File: src/rtl/xbar_cfg_pkg.sv
package xbar_cfg_pkg;
    localparam int          DATA_W     = 32;
    localparam int          WIN_AW     = 12;
    localparam int          PORT_LSB   = 8;
    localparam int          PIDX_W     = 3;
    localparam int          MAX_PORTS  = 1 << PIDX_W;
    localparam int          LOCK_BIT   = 31;
    localparam logic [7:0]  PRIO_OFS   = 8'h00;
    localparam logic [7:0]  CTRL_OFS   = 8'h10;
    localparam logic [1:0]  SZ_WORD    = 2'b10;
    localparam logic [31:0] PRIO_RESET = 32'h7654_3210;
    localparam logic [31:0] CTRL_RESET = 32'h0000_0000;

    typedef struct packed {
        logic [DATA_W-1:0] prio;
        logic [DATA_W-1:0] ctrl;
    } port_regs_t;

    typedef struct packed {
        logic              stg_vld;
        logic              stg_wr;
        logic              stg_priv;
        logic [1:0]        stg_size;
        logic [WIN_AW-1:0] stg_addr;
        logic [DATA_W-1:0] stg_wdata;
        logic              done;
        logic              err;
        logic [DATA_W-1:0] rdata;
    } ctl_state_t;
endpackage

File: src/rtl/xbar_cfg_decode.sv
module xbar_cfg_decode
    import xbar_cfg_pkg::*;
#(
    parameter int NPORT = 6
) (
    input  logic [WIN_AW-1:0] addr_i,
    input  logic [1:0]        size_i,
    input  logic              priv_i,
    input  logic              wr_i,
    input  logic [NPORT-1:0]  lock_i,
    output logic [PIDX_W-1:0] port_o,
    output logic              sel_ctrl_o,
    output logic              err_o
);
    logic [PORT_LSB-1:0] ofs;
    logic                top_ok;
    logic                port_ok;
    logic                ofs_ok;
    logic                locked;

    always_comb begin
        port_o     = addr_i[PORT_LSB +: PIDX_W];
        ofs        = addr_i[PORT_LSB-1:0];
        top_ok     = (addr_i[WIN_AW-1:PORT_LSB+PIDX_W] == '0);
        port_ok    = (32'(port_o) < NPORT);
        sel_ctrl_o = (ofs == CTRL_OFS);
        ofs_ok     = (ofs == PRIO_OFS) || (ofs == CTRL_OFS);
        locked     = 1'b0;
        for (int i = 0; i < NPORT; i++) begin
            if (port_o == PIDX_W'(i)) locked = lock_i[i];
        end
        err_o = !priv_i || (size_i != SZ_WORD) || !top_ok || !port_ok
              || !ofs_ok || (wr_i && locked);
    end
endmodule

File: src/rtl/xbar_cfg_port.sv
module xbar_cfg_port
    import xbar_cfg_pkg::*;
(
    input  logic              clk,
    input  logic              rst_n,
    input  logic              we_prio_i,
    input  logic              we_ctrl_i,
    input  logic [DATA_W-1:0] wdata_i,
    output logic [DATA_W-1:0] prio_o,
    output logic [DATA_W-1:0] ctrl_o,
    output logic              lock_o
);
    port_regs_t regs_d, regs_q;

    always_comb begin
        regs_d = regs_q;
        if (we_prio_i) regs_d.prio = wdata_i;
        if (we_ctrl_i) regs_d.ctrl = wdata_i;
    end

    always_ff @(posedge clk or negedge rst_n) begin
        if (!rst_n) begin
            regs_q.prio <= PRIO_RESET;
            regs_q.ctrl <= CTRL_RESET;
        end else begin
            regs_q <= regs_d;
        end
    end

    assign prio_o = regs_q.prio;
    assign ctrl_o = regs_q.ctrl;
    assign lock_o = regs_q.ctrl[LOCK_BIT];

    // a set lock never clears before reset
    p_lock_sticky_r5: assert property (@(posedge clk) disable iff (!rst_n)
        regs_q.ctrl[LOCK_BIT] |=> regs_q.ctrl[LOCK_BIT]);

    // a locked port never changes
    p_lock_freeze_r5: assert property (@(posedge clk) disable iff (!rst_n)
        regs_q.ctrl[LOCK_BIT] |=> ($stable(regs_q.prio) && $stable(regs_q.ctrl)));
endmodule

File: src/rtl/xbar_cfg_regs.sv
module xbar_cfg_regs
    import xbar_cfg_pkg::*;
#(
    parameter int NPORT = 6
) (
    input  logic                    clk,
    input  logic                    rst_n,
    input  logic                    req_valid,
    input  logic [WIN_AW-1:0]       req_addr,
    input  logic [DATA_W-1:0]       req_wdata,
    input  logic [1:0]              req_size,
    input  logic                    req_write,
    input  logic                    req_priv,
    output logic [DATA_W-1:0]       rdata,
    output logic                    done,
    output logic                    err,
    output logic [NPORT*DATA_W-1:0] prio_o,
    output logic [NPORT*DATA_W-1:0] ctrl_o
);
    localparam int BUS_W = NPORT * DATA_W;

    ctl_state_t st_d, st_q;

    logic [NPORT-1:0]  lock_vec;
    logic [NPORT-1:0]  we_prio;
    logic [NPORT-1:0]  we_ctrl;
    logic [PIDX_W-1:0] dec_port;
    logic              dec_ctrl;
    logic              dec_err;
    logic [DATA_W-1:0] rd_word;
    logic              accept;

    xbar_cfg_decode #(.NPORT(NPORT)) u_dec (
        .addr_i     (st_q.stg_addr),
        .size_i     (st_q.stg_size),
        .priv_i     (st_q.stg_priv),
        .wr_i       (st_q.stg_wr),
        .lock_i     (lock_vec),
        .port_o     (dec_port),
        .sel_ctrl_o (dec_ctrl),
        .err_o      (dec_err)
    );

    for (genvar p = 0; p < NPORT; p++) begin : g_port
        xbar_cfg_port u_port (
            .clk       (clk),
            .rst_n     (rst_n),
            .we_prio_i (we_prio[p]),
            .we_ctrl_i (we_ctrl[p]),
            .wdata_i   (st_q.stg_wdata),
            .prio_o    (prio_o[p*DATA_W +: DATA_W]),
            .ctrl_o    (ctrl_o[p*DATA_W +: DATA_W]),
            .lock_o    (lock_vec[p])
        );
    end

    always_comb begin
        accept  = st_q.stg_vld && !dec_err;
        rd_word = '0;
        we_prio = '0;
        we_ctrl = '0;
        for (int p = 0; p < NPORT; p++) begin
            if (dec_port == PIDX_W'(p)) begin
                rd_word    = dec_ctrl ? ctrl_o[p*DATA_W +: DATA_W]
                                      : prio_o[p*DATA_W +: DATA_W];
                we_prio[p] = accept && st_q.stg_wr && !dec_ctrl;
                we_ctrl[p] = accept && st_q.stg_wr && dec_ctrl;
            end
        end

        st_d         = st_q;
        st_d.stg_vld = 1'b0;
        if (!st_q.stg_vld && req_valid) begin
            st_d.stg_vld   = 1'b1;
            st_d.stg_wr    = req_write;
            st_d.stg_priv  = req_priv;
            st_d.stg_size  = req_size;
            st_d.stg_addr  = req_addr;
            st_d.stg_wdata = req_wdata;
        end
        st_d.done  = st_q.stg_vld;
        st_d.err   = st_q.stg_vld && dec_err;
        st_d.rdata = (accept && !st_q.stg_wr) ? rd_word : '0;
    end

    always_ff @(posedge clk or negedge rst_n) begin
        if (!rst_n) st_q <= '0;
        else        st_q <= st_d;
    end

    assign rdata = st_q.rdata;
    assign done  = st_q.done;
    assign err   = st_q.err;

    // a staged request completes at the very next edge
    p_done_next_r1: assert property (@(posedge clk) disable iff (!rst_n)
        st_q.stg_vld |=> done);

    // done only follows a staged request
    p_done_cause_r1: assert property (@(posedge clk) disable iff (!rst_n)
        done |-> $past(st_q.stg_vld));

    // unprivileged access is rejected
    p_unpriv_err_r2: assert property (@(posedge clk) disable iff (!rst_n)
        (st_q.stg_vld && !st_q.stg_priv) |=> (done && err));

    // non-word access is rejected
    p_narrow_err_r3: assert property (@(posedge clk) disable iff (!rst_n)
        (st_q.stg_vld && st_q.stg_size != SZ_WORD) |=> err);

    // quiet read data outside a good read, error only with done
    p_rdata_quiet_r9: assert property (@(posedge clk) disable iff (!rst_n)
        (!done || err) |-> (rdata == '0));
    p_err_with_done_r9: assert property (@(posedge clk) disable iff (!rst_n)
        err |-> done);

    // no exported word moves on a rejected or read transfer
    p_export_hold_r8: assert property (@(posedge clk) disable iff (!rst_n)
        (st_q.stg_vld && (dec_err || !st_q.stg_wr)) |=>
            ($stable(prio_o) && $stable(ctrl_o)));

    logic [BUS_W-1:0] unused_bus;
    assign unused_bus = '0;
endmodule

File: config.mk
export PLATFORM = sky130hd
export DESIGN_NAME = xbar_cfg_regs
export DESIGN_NICKNAME = d
export VERILOG_FILES = /design/src/rtl/xbar_cfg_pkg.sv /design/src/rtl/xbar_cfg_decode.sv /design/src/rtl/xbar_cfg_port.sv /design/src/rtl/xbar_cfg_regs.sv
export SDC_FILE = /design/constraint.sdc
export NUM_CORES = 1
export LEC_CHECK = 0
export ABC_CLOCK_PERIOD_IN_PS = 4450
export BUFFER_PORTS_ARGS = -buffer_cell sky130_fd_sc_hd__buf_2
export CAP_MARGIN = 20
export CELL_PAD_IN_SITES_DETAIL_PLACEMENT = 0
export CELL_PAD_IN_SITES_GLOBAL_PLACEMENT = 1
export CORE_ASPECT_RATIO = 0.75
export CORE_MARGIN = 3
export CORE_UTILIZATION = 30
export CTS_CLUSTER_SIZE = 12
export DETAILED_ROUTE_END_ITERATION = 7
export GPL_ROUTABILITY_DRIVEN = 0
export GPL_TIMING_DRIVEN = 0
export PLACE_DENSITY = 0.65
export SETUP_SLACK_MARGIN = 0.05
export SYNTH_ARGS = -nofsm -noshare
export SYNTH_HDL_FRONTEND = slang
export SYNTH_SLANG_ARGS = --single-unit
export TNS_END_PERCENT = 30
File: constraint.sdc
create_clock -name clk -period 4.45 [get_ports clk]
set_input_delay 0.6675 -clock clk [delete_from_list [all_inputs] [get_ports clk]]
set_output_delay 0.6675 -clock clk [all_outputs]
set_load 0.05 [all_outputs]
==> metrics.txt, run 1 <==
# TYPE chip_impl_metric gauge
chip_impl_metric{name="placed_area",unit="um^2"} 25380
chip_impl_metric{name="worst_skew_pair.late_latency",unit="ns"} 0.61
chip_impl_metric{name="fin_worst_skew",unit="ns"} 0.02730
chip_impl_metric{name="grt_first_pass_wirelength",unit="um"} 137200
chip_impl_info{name="run_status",value="completed"} 1
chip_impl_info{name="dominantRegCellSynth",value="dfrtp_1"} 1
chip_impl_metric{name="detail_route.drc_violations",unit=""} 0
chip_impl_metric{name="layout.nets",unit=""} 2234
chip_impl_metric{name="ir_worst_vdd",unit="uV"} 199.6
chip_impl_metric{name="post_synth.cell_area_avg",unit="um^2"} 13.13
chip_impl_metric{name="max_cap_viol_count",unit=""} 0
chip_impl_info{name="yosys-top-cells-area",value="dfrtp_1 46%, mux2_2 23%, dfstp_2 8.7%"} 1
chip_impl_metric{name="ioPinCount",unit=""} 469
chip_impl_metric{name="antenna_found_initial",unit=""} 4
chip_impl_info{name="grt_setup_unrepaired",value="no"} 1
chip_impl_metric{name="netlist_cell_types",unit=""} 49
chip_impl_metric{name="hpwlAfterDp",unit="um"} 71900
chip_impl_metric{name="finalHoldWorstSlack",unit="ns"} 0.02642
chip_impl_info{name="crit_slowest_cell",value="nor4b_4"} 1
chip_impl_metric{name="synthesis.area",unit="um^2"} 21630
chip_impl_metric{name="ctsResizeCount",unit=""} 0
chip_impl_metric{name="core.rowCount",unit=""} 84
chip_impl_metric{name="worst_slew_pin_slew",unit="ns"} 1.206
chip_impl_metric{name="timing.fmax",unit="MHz"} 236.4
chip_impl_metric{name="die_w",unit="um"} 316.1
chip_impl_metric{name="syn_to_final_growth",unit="%"} 25.25
chip_impl_metric{name="register_clock_pin_slew_on_the_reported_worst_setup_and_hold_paths",unit="ns"} 0.06
chip_impl_metric{name="final-max-slew-violation-count",unit=""} 0
chip_impl_metric{name="timing.critical_path.buf_inv",unit=""} 3
chip_impl_info{name="hp-class",value="primary input to async pin"} 1
chip_impl_metric{name="timing_hold_violations_final",unit=""} 0
chip_impl_metric{name="synthCells",unit=""} 1648
chip_impl_info{name="criticalPathCategory",value="register to register"} 1
chip_impl_info{name="startpoint_class",value="register"} 1
chip_impl_metric{name="first_global_vias",unit=""} 17370
chip_impl_metric{name="cts_max_level",unit=""} 2
chip_impl_metric{name="cts_buffer_depth",unit=""} 3
chip_impl_metric{name="synth_largest_type_area_fraction",unit="%"} 45.69
chip_impl_metric{name="synth_nets",unit=""} 1699
chip_impl_metric{name="viasPerCell",unit=""} 5.401
chip_impl_metric{name="cts.sinks",unit=""} 467
chip_impl_info{name="cpMostUsedCell",value="clkbuf_1"} 1
chip_impl_info{name="mostFrequentLayoutCell",value="buf_2"} 1
chip_impl_metric{name="ys_warn_count",unit=""} 0
chip_impl_info{name="critical_path.cell_chain",value="nor4b_4, clkbuf_1, clkbuf_1, clkbuf_1, nand3_1, a21oi_1, o221ai_1, a221oi_1"} 1
chip_impl_metric{name="critical_path.max_stage_delay",unit="ns"} 0.78
chip_impl_metric{name="final.period_utilization",unit="%"} 95.07
chip_impl_metric{name="grt_usage",unit="%"} 25.72
chip_impl_info{name="synth_largest_area_cell",value="dfrtp_1"} 1
chip_impl_metric{name="critical_path_peak_fanout",unit=""} 10
chip_impl_metric{name="fp.dieH",unit="um"} 238.6
chip_impl_metric{name="critical_path_required",unit="ns"} 4.92
chip_impl_metric{name="total_power",unit="uW"} 9759
chip_impl_info{name="timing.critical_path.max_delay_family",value="buffers and inverters"} 1
chip_impl_metric{name="postRouteWirelength",unit="um"} 99130
chip_impl_info{name="layout.cells.most_common_list",value="484 x buf_2, 436 x mux2_2, 395 x dfrtp_1, 95 x clkbuf_1, 72 x dfstp_2"} 1
chip_impl_metric{name="io_buffer_count",unit=""} 468
chip_impl_metric{name="overflow",unit=""} 0
chip_impl_metric{name="count_of_flip_flops_with_a_built_in_enable_after_synthesis",unit=""} 0
chip_impl_metric{name="cts_made_buffers",unit=""} 52
chip_impl_metric{name="static-leakage-power",unit="uW"} 0.01375
chip_impl_metric{name="max_slew_margin",unit="%"} 19.62
chip_impl_info{name="ctsRootBufferMaster",value="clkbuf_16"} 1
chip_impl_metric{name="route.detailed.wl_per_inst",unit="um"} 31.27
chip_impl_metric{name="drtAntennaViolNets",unit=""} 0
chip_impl_metric{name="synthesis_stage_register_bit_count",unit=""} 467
chip_impl_metric{name="post_synth_arst_share",unit="%"} 100.0
chip_impl_metric{name="crit_arrival",unit="ns"} 4.70
chip_impl_metric{name="drtIter0Drc",unit=""} 1571
chip_impl_metric{name="core_area",unit="um^2"} 70730
chip_impl_metric{name="vias",unit=""} 17120
chip_impl_metric{name="timing.final.setup_violations",unit=""} 0
chip_impl_metric{name="seq_area_frac_synth",unit="%"} 54.44
chip_impl_metric{name="firstDrtPassIters",unit=""} 5
chip_impl_metric{name="final_layout_size_suffix_gt1_share",unit="%"} 53.04
chip_impl_metric{name="final_cell_area",unit="um^2"} 27100
chip_impl_metric{name="power_per_cell_area",unit="nW/um^2"} 360.2
chip_impl_info{name="tritoncts",value="yes"} 1
chip_impl_metric{name="initial_core_util",unit="%"} 30.58
chip_impl_metric{name="cts.hold.buffers_added",unit=""} 0
chip_impl_metric{name="finalWorstPathRequiredPeriod",unit="ns"} 4.231
chip_impl_metric{name="grt_max_degree",unit=""} 124
chip_impl_info{name="worst_setup_path_end_kind",value="register"} 1
chip_impl_metric{name="postCtsSetupBuffers",unit=""} 0
chip_impl_metric{name="area_of_the_die",unit="um^2"} 75400
-- area by class of cell --
class                   count  area, um^2
repair buffers            481        2606
flip-flops and latches    467       11780
clock inverters            11       116.4
well taps                 946        1184
plain buffers             202        1166
diodes                      1       2.502
clock buffers              83        1549
multi-input cells         977        8688
inverters                   2       7.507
fillers                  6918       43640
-- metal layers --
metal | GRT usage [%] | share of wire (%) | vias up
li1 | - | - | 7150
met1 | 36.02 | 44 | 9108
met2 | 39.96 | 45 | 721
met3 | 6.110 | 8.1 | 142
met4 | 6.819 | 2.8 | 0
met5 | 0 | 0 | -
-- kinds of logic after synthesis --
family          share of synthesized area [%]
compound gates                          7.837
mux                                     25.95
flops                                   54.44
simple gates                            6.356
buf+inv                                 5.425
-- worst paths after layout --
check                                from                          end  slack (ns)  cells past startpoint
max in group asynchronous           rst_n                     st_q[80]        2.95                      3
worst min register to register   st_q[77]                     st_q[77]        0.50                      1
worst min-delay path                rst_n  g_port[5].u_port.ctrl_o[18]        0.03                      1
worst max register to register   st_q[71]                    rdata[12]        0.22                      8
worst max-delay path             st_q[71]                    rdata[12]        0.22                      8
min in group clk                req_write                     st_q[81]        0.30                      2
-- stage by stage --
stage	worst slack (ns)	cells	utilization (%)	TNS [ns]
4_1_cts	0.3253	3166	38.24	0
2_1_floorplan	1.855	1648	-	0
3_5_place_dp	0.2838	3072	35.89	0
6_report	0.2194	3170	38.31	0
5_1_grt	0.1985	3170	38.31	0
3_3_place_gp	-6.758	3062	35.57	-2898.61
-- synthesized netlist by cell type (2+ instances only) --
| cell type | instances |
|---|---|
| buf_1 | 37 |
| dfstp_2 | 72 |
| o21ai_0 | 46 |
| nor4_2 | 2 |
| nand3b_1 | 3 |
| mux2_2 | 436 |
| mux2i_1 | 41 |
| nand2_1 | 57 |
| o32a_1 | 7 |
| o22ai_1 | 10 |
| nor4_1 | 24 |
| or3_1 | 2 |
| dfrtp_1 | 395 |
| buf_6 | 31 |
| a2111oi_0 | 6 |
| a21oi_1 | 63 |
| a21o_1 | 6 |
| o221ai_1 | 18 |
| o21a_1 | 2 |
| o211ai_1 | 18 |
| nand3_1 | 58 |
| nor4_4 | 11 |
| nand4_1 | 18 |
| or3b_2 | 2 |
| a221oi_1 | 18 |
| inv_1 | 2 |
| o311a_1 | 13 |
| buf_2 | 17 |
| clkbuf_1 | 76 |
| a211oi_1 | 30 |
| nor2_1 | 22 |
| mux2_1 | 26 |
| buf_4 | 41 |
| and3_1 | 18 |
| a31o_2 | 6 |
-- worst reg2reg max path, delay by kind of cell, from the launching register on --
kind | cells | cell delay, ns
buf+inv | 3 | 2.03
simple gates | 2 | 0.96
compound gates | 3 | 0.69
flops | 1 | 0.42
-- registers in the layout, summed over array words and instances, names as in the netlist --
register and flops:
g_port.u_port.ctrl_o 192, done 1, st_q 48, g_port.u_port.prio_o 192, err 1, rdata 32, st_d 1
-- where the power goes --
group / leakage (uW) / switching, uW / internal, uW / total [uW]
combinational: 0.00679 / 790 / 259 / 1050
clock: 0.000820 / 1830 / 2490 / 4320
sequential: 0.00615 / 71.4 / 4320 / 4390
total: 0.0138 / 2690 / 7070 / 9760
Power figures use the tool's default switching activity.
==> run 2: changes to the inputs <==
PLACE_DENSITY = 0.58   (was 0.65)
==> run 2 against run 1 <==
Compared with the run above:
- non-clock buffer count decreased by 2
- routed wire length increased by 0.25%
- clock-buffer cell count unchanged
- die area is the same
- cell count did not move
- setup slack better by 0.087 ns
- final area rose by 0.12%
- critical path depth did not move
- power rose by 1.5%
- clock power rose by 3%
- via count down 1.5%
- global-route usage hardly changed
- critical endpoint is now rdata[20]
==> metrics.txt, run 2 (synthesis gave the netlist of run 1 again) <==
# TYPE chip_impl_metric gauge
chip_impl_metric{name="fp.dieH",unit="um"} 238.6
chip_impl_metric{name="worst_r2r_path_depth",unit=""} 8
chip_impl_metric{name="worst_slew_pin_slew",unit="ns"} 1.219
chip_impl_metric{name="cts.hold.buffers_added",unit=""} 0
chip_impl_metric{name="postCtsSetupBuffers",unit=""} 0
chip_impl_metric{name="finalWorstSetupSlack",unit="ns"} 0.3064
chip_impl_info{name="grt.busiest_layer",value="met2"} 1
chip_impl_info{name="hp-class",value="primary input to async pin"} 1
chip_impl_metric{name="timing_hold_violations_final",unit=""} 0
chip_impl_metric{name="power_per_cell_area",unit="nW/um^2"} 365.0
chip_impl_metric{name="finalWorstPathRequiredPeriod",unit="ns"} 4.144
chip_impl_metric{name="final.period_utilization",unit="%"} 93.11
chip_impl_info{name="run_status",value="completed"} 1
chip_impl_metric{name="setup_total_negative_slack",unit="ns"} 0
chip_impl_metric{name="core_area",unit="um^2"} 70730
chip_impl_metric{name="timing.fmax",unit="MHz"} 241.3
chip_impl_metric{name="placed_area",unit="um^2"} 25380
chip_impl_info{name="worst_setup_path_end_kind",value="register"} 1
chip_impl_metric{name="drtAntennaViolNets",unit=""} 0
chip_impl_metric{name="detail_route.drc_violations",unit=""} 0
chip_impl_metric{name="vias",unit=""} 16860
chip_impl_metric{name="critical_path_peak_fanout",unit=""} 10
chip_impl_metric{name="ir_worst_vdd",unit="uV"} 234.1
chip_impl_info{name="startpoint_class",value="register"} 1
chip_impl_metric{name="route.detailed.wl_per_inst",unit="um"} 31.35
chip_impl_metric{name="timing.final.setup_violations",unit=""} 0
chip_impl_metric{name="syn_to_final_growth",unit="%"} 25.41
chip_impl_info{name="grt_setup_unrepaired",value="no"} 1
chip_impl_metric{name="register_clock_pin_slew_on_the_reported_worst_setup_and_hold_paths",unit="ns"} 0.07
chip_impl_metric{name="die_w",unit="um"} 316.1
chip_impl_metric{name="cts_buffer_depth",unit=""} 3
chip_impl_metric{name="place_worst_setup_slack",unit="ns"} 0.3972
chip_impl_metric{name="overflow",unit=""} 0
chip_impl_metric{name="io_buffer_count",unit=""} 468
chip_impl_metric{name="grt_usage",unit="%"} 25.75
chip_impl_metric{name="drtIter0Drc",unit=""} 1234
chip_impl_metric{name="final-max-slew-violation-count",unit=""} 0
chip_impl_metric{name="fin_worst_skew",unit="ns"} 0.02002
chip_impl_metric{name="critical_path_required",unit="ns"} 4.91
chip_impl_metric{name="final_layout_size_suffix_gt1_share",unit="%"} 53.06
chip_impl_metric{name="viasPerCell",unit=""} 5.317
chip_impl_metric{name="area_of_the_die",unit="um^2"} 75400
chip_impl_metric{name="grtUsageMet2",unit="%"} 39.85
chip_impl_metric{name="grt_max_degree",unit=""} 119
chip_impl_metric{name="groute.layer.met3.usage",unit="%"} 5.555
chip_impl_metric{name="antenna_found_initial",unit=""} 3
chip_impl_metric{name="ioPinCount",unit=""} 469
chip_impl_metric{name="met1_usage",unit="%"} 36.83
chip_impl_metric{name="layout.nets",unit=""} 2232
chip_impl_metric{name="cts.sinks",unit=""} 467
chip_impl_metric{name="initial_core_util",unit="%"} 30.58
chip_impl_info{name="mostFrequentLayoutCell",value="buf_2"} 1
chip_impl_metric{name="grt_first_pass_wirelength",unit="um"} 136700
chip_impl_metric{name="max_cap_viol_count",unit=""} 0
chip_impl_metric{name="crit_arrival",unit="ns"} 4.61
chip_impl_metric{name="final_cell_area",unit="um^2"} 27130
chip_impl_metric{name="static-leakage-power",unit="uW"} 0.01377
chip_impl_metric{name="core.rowCount",unit=""} 84
chip_impl_metric{name="cts_max_level",unit=""} 2
chip_impl_info{name="layout.cells.most_common_list",value="484 x buf_2, 436 x mux2_2, 395 x dfrtp_1, 94 x clkbuf_1, 72 x dfstp_2"} 1
chip_impl_info{name="criticalPathCategory",value="register to register"} 1
chip_impl_metric{name="first_global_vias",unit=""} 17120
chip_impl_metric{name="cts_made_buffers",unit=""} 52
chip_impl_info{name="ctsRootBufferMaster",value="clkbuf_16"} 1
chip_impl_metric{name="ctsResizeCount",unit=""} 0
chip_impl_metric{name="max_slew_margin",unit="%"} 18.73
chip_impl_metric{name="worst_skew_pair.late_latency",unit="ns"} 0.61
chip_impl_metric{name="total_power",unit="uW"} 9902
chip_impl_info{name="tritoncts",value="yes"} 1
chip_impl_metric{name="hpwlAfterDp",unit="um"} 71860
chip_impl_metric{name="firstDrtPassIters",unit=""} 5
chip_impl_metric{name="postRouteWirelength",unit="um"} 99370
## run 2: final timing paths
| check | from | end | slack [ns] |
|---|---|---|---|
| worst max-delay path | st_q[71] | rdata[20] | 0.31 |
| min in group clk | req_write | st_q[81] | 0.29 |
| max in group asynchronous | rst_n | g_port[4].u_port.ctrl_o[18] | 2.84 |
| worst max register to register | st_q[71] | rdata[20] | 0.31 |
| worst min-delay path | rst_n | g_port[4].u_port.prio_o[3] | 0.02 |
| worst min register to register | st_q[77] | st_q[77] | 0.51 |
## run 2: worst max-delay path: stages, from the launching register on
cell      delay [ns]
dfrtp_1         0.43
nor4b_4         0.79
clkbuf_1        0.56
clkbuf_1        0.59
clkbuf_1        0.73
nand3_1         0.15
a21oi_1         0.17
o221ai_1        0.17
a221oi_1        0.40
## run 2: where the power goes
part           switching (uW)  leakage, uW  internal [uW]
logic                     792      0.00677            252
registers                70.0      0.00615           4320
clock network            1850     0.000849           2620
total                    2710       0.0138           7190
## run 2: layer usage
layer | vias up | wire [um]
met2 | 667 | 44530
met4 | 0 | 2397
met5 | - | 0
li1 | 7147 | -
met3 | 131 | 7100
met1 | 8911 | 45350
## run 2: area by class of cell
| cell class | instances | area, um^2 |
|---|---|---|
| Buffer | 202 | 1166 |
| Multi-Input combinational cell | 977 | 8688 |
| Clock inverter | 12 | 171.4 |
| Sequential cell | 467 | 11780 |
| Antenna cell | 2 | 5.005 |
| Timing Repair Buffer | 479 | 2572 |
| Inverter | 2 | 7.507 |
| Fill cell | 6973 | 43600 |
| Clock buffer | 83 | 1559 |
| Tap cell | 946 | 1184 |
## run 2: per-stage QoR
stage / instances / hold WS (ns) / util (%)
after global routing: 3169 / 0.04819 / 38.35
after detailed placement: 3072 / 0.4950 / 35.89
after CTS: 3167 / 0.02784 / 38.33
after floorplan: 1648 / 0.3719 / -
final: 3170 / 0.01894 / 38.36
after global placement: 3062 / 0.4836 / 35.57
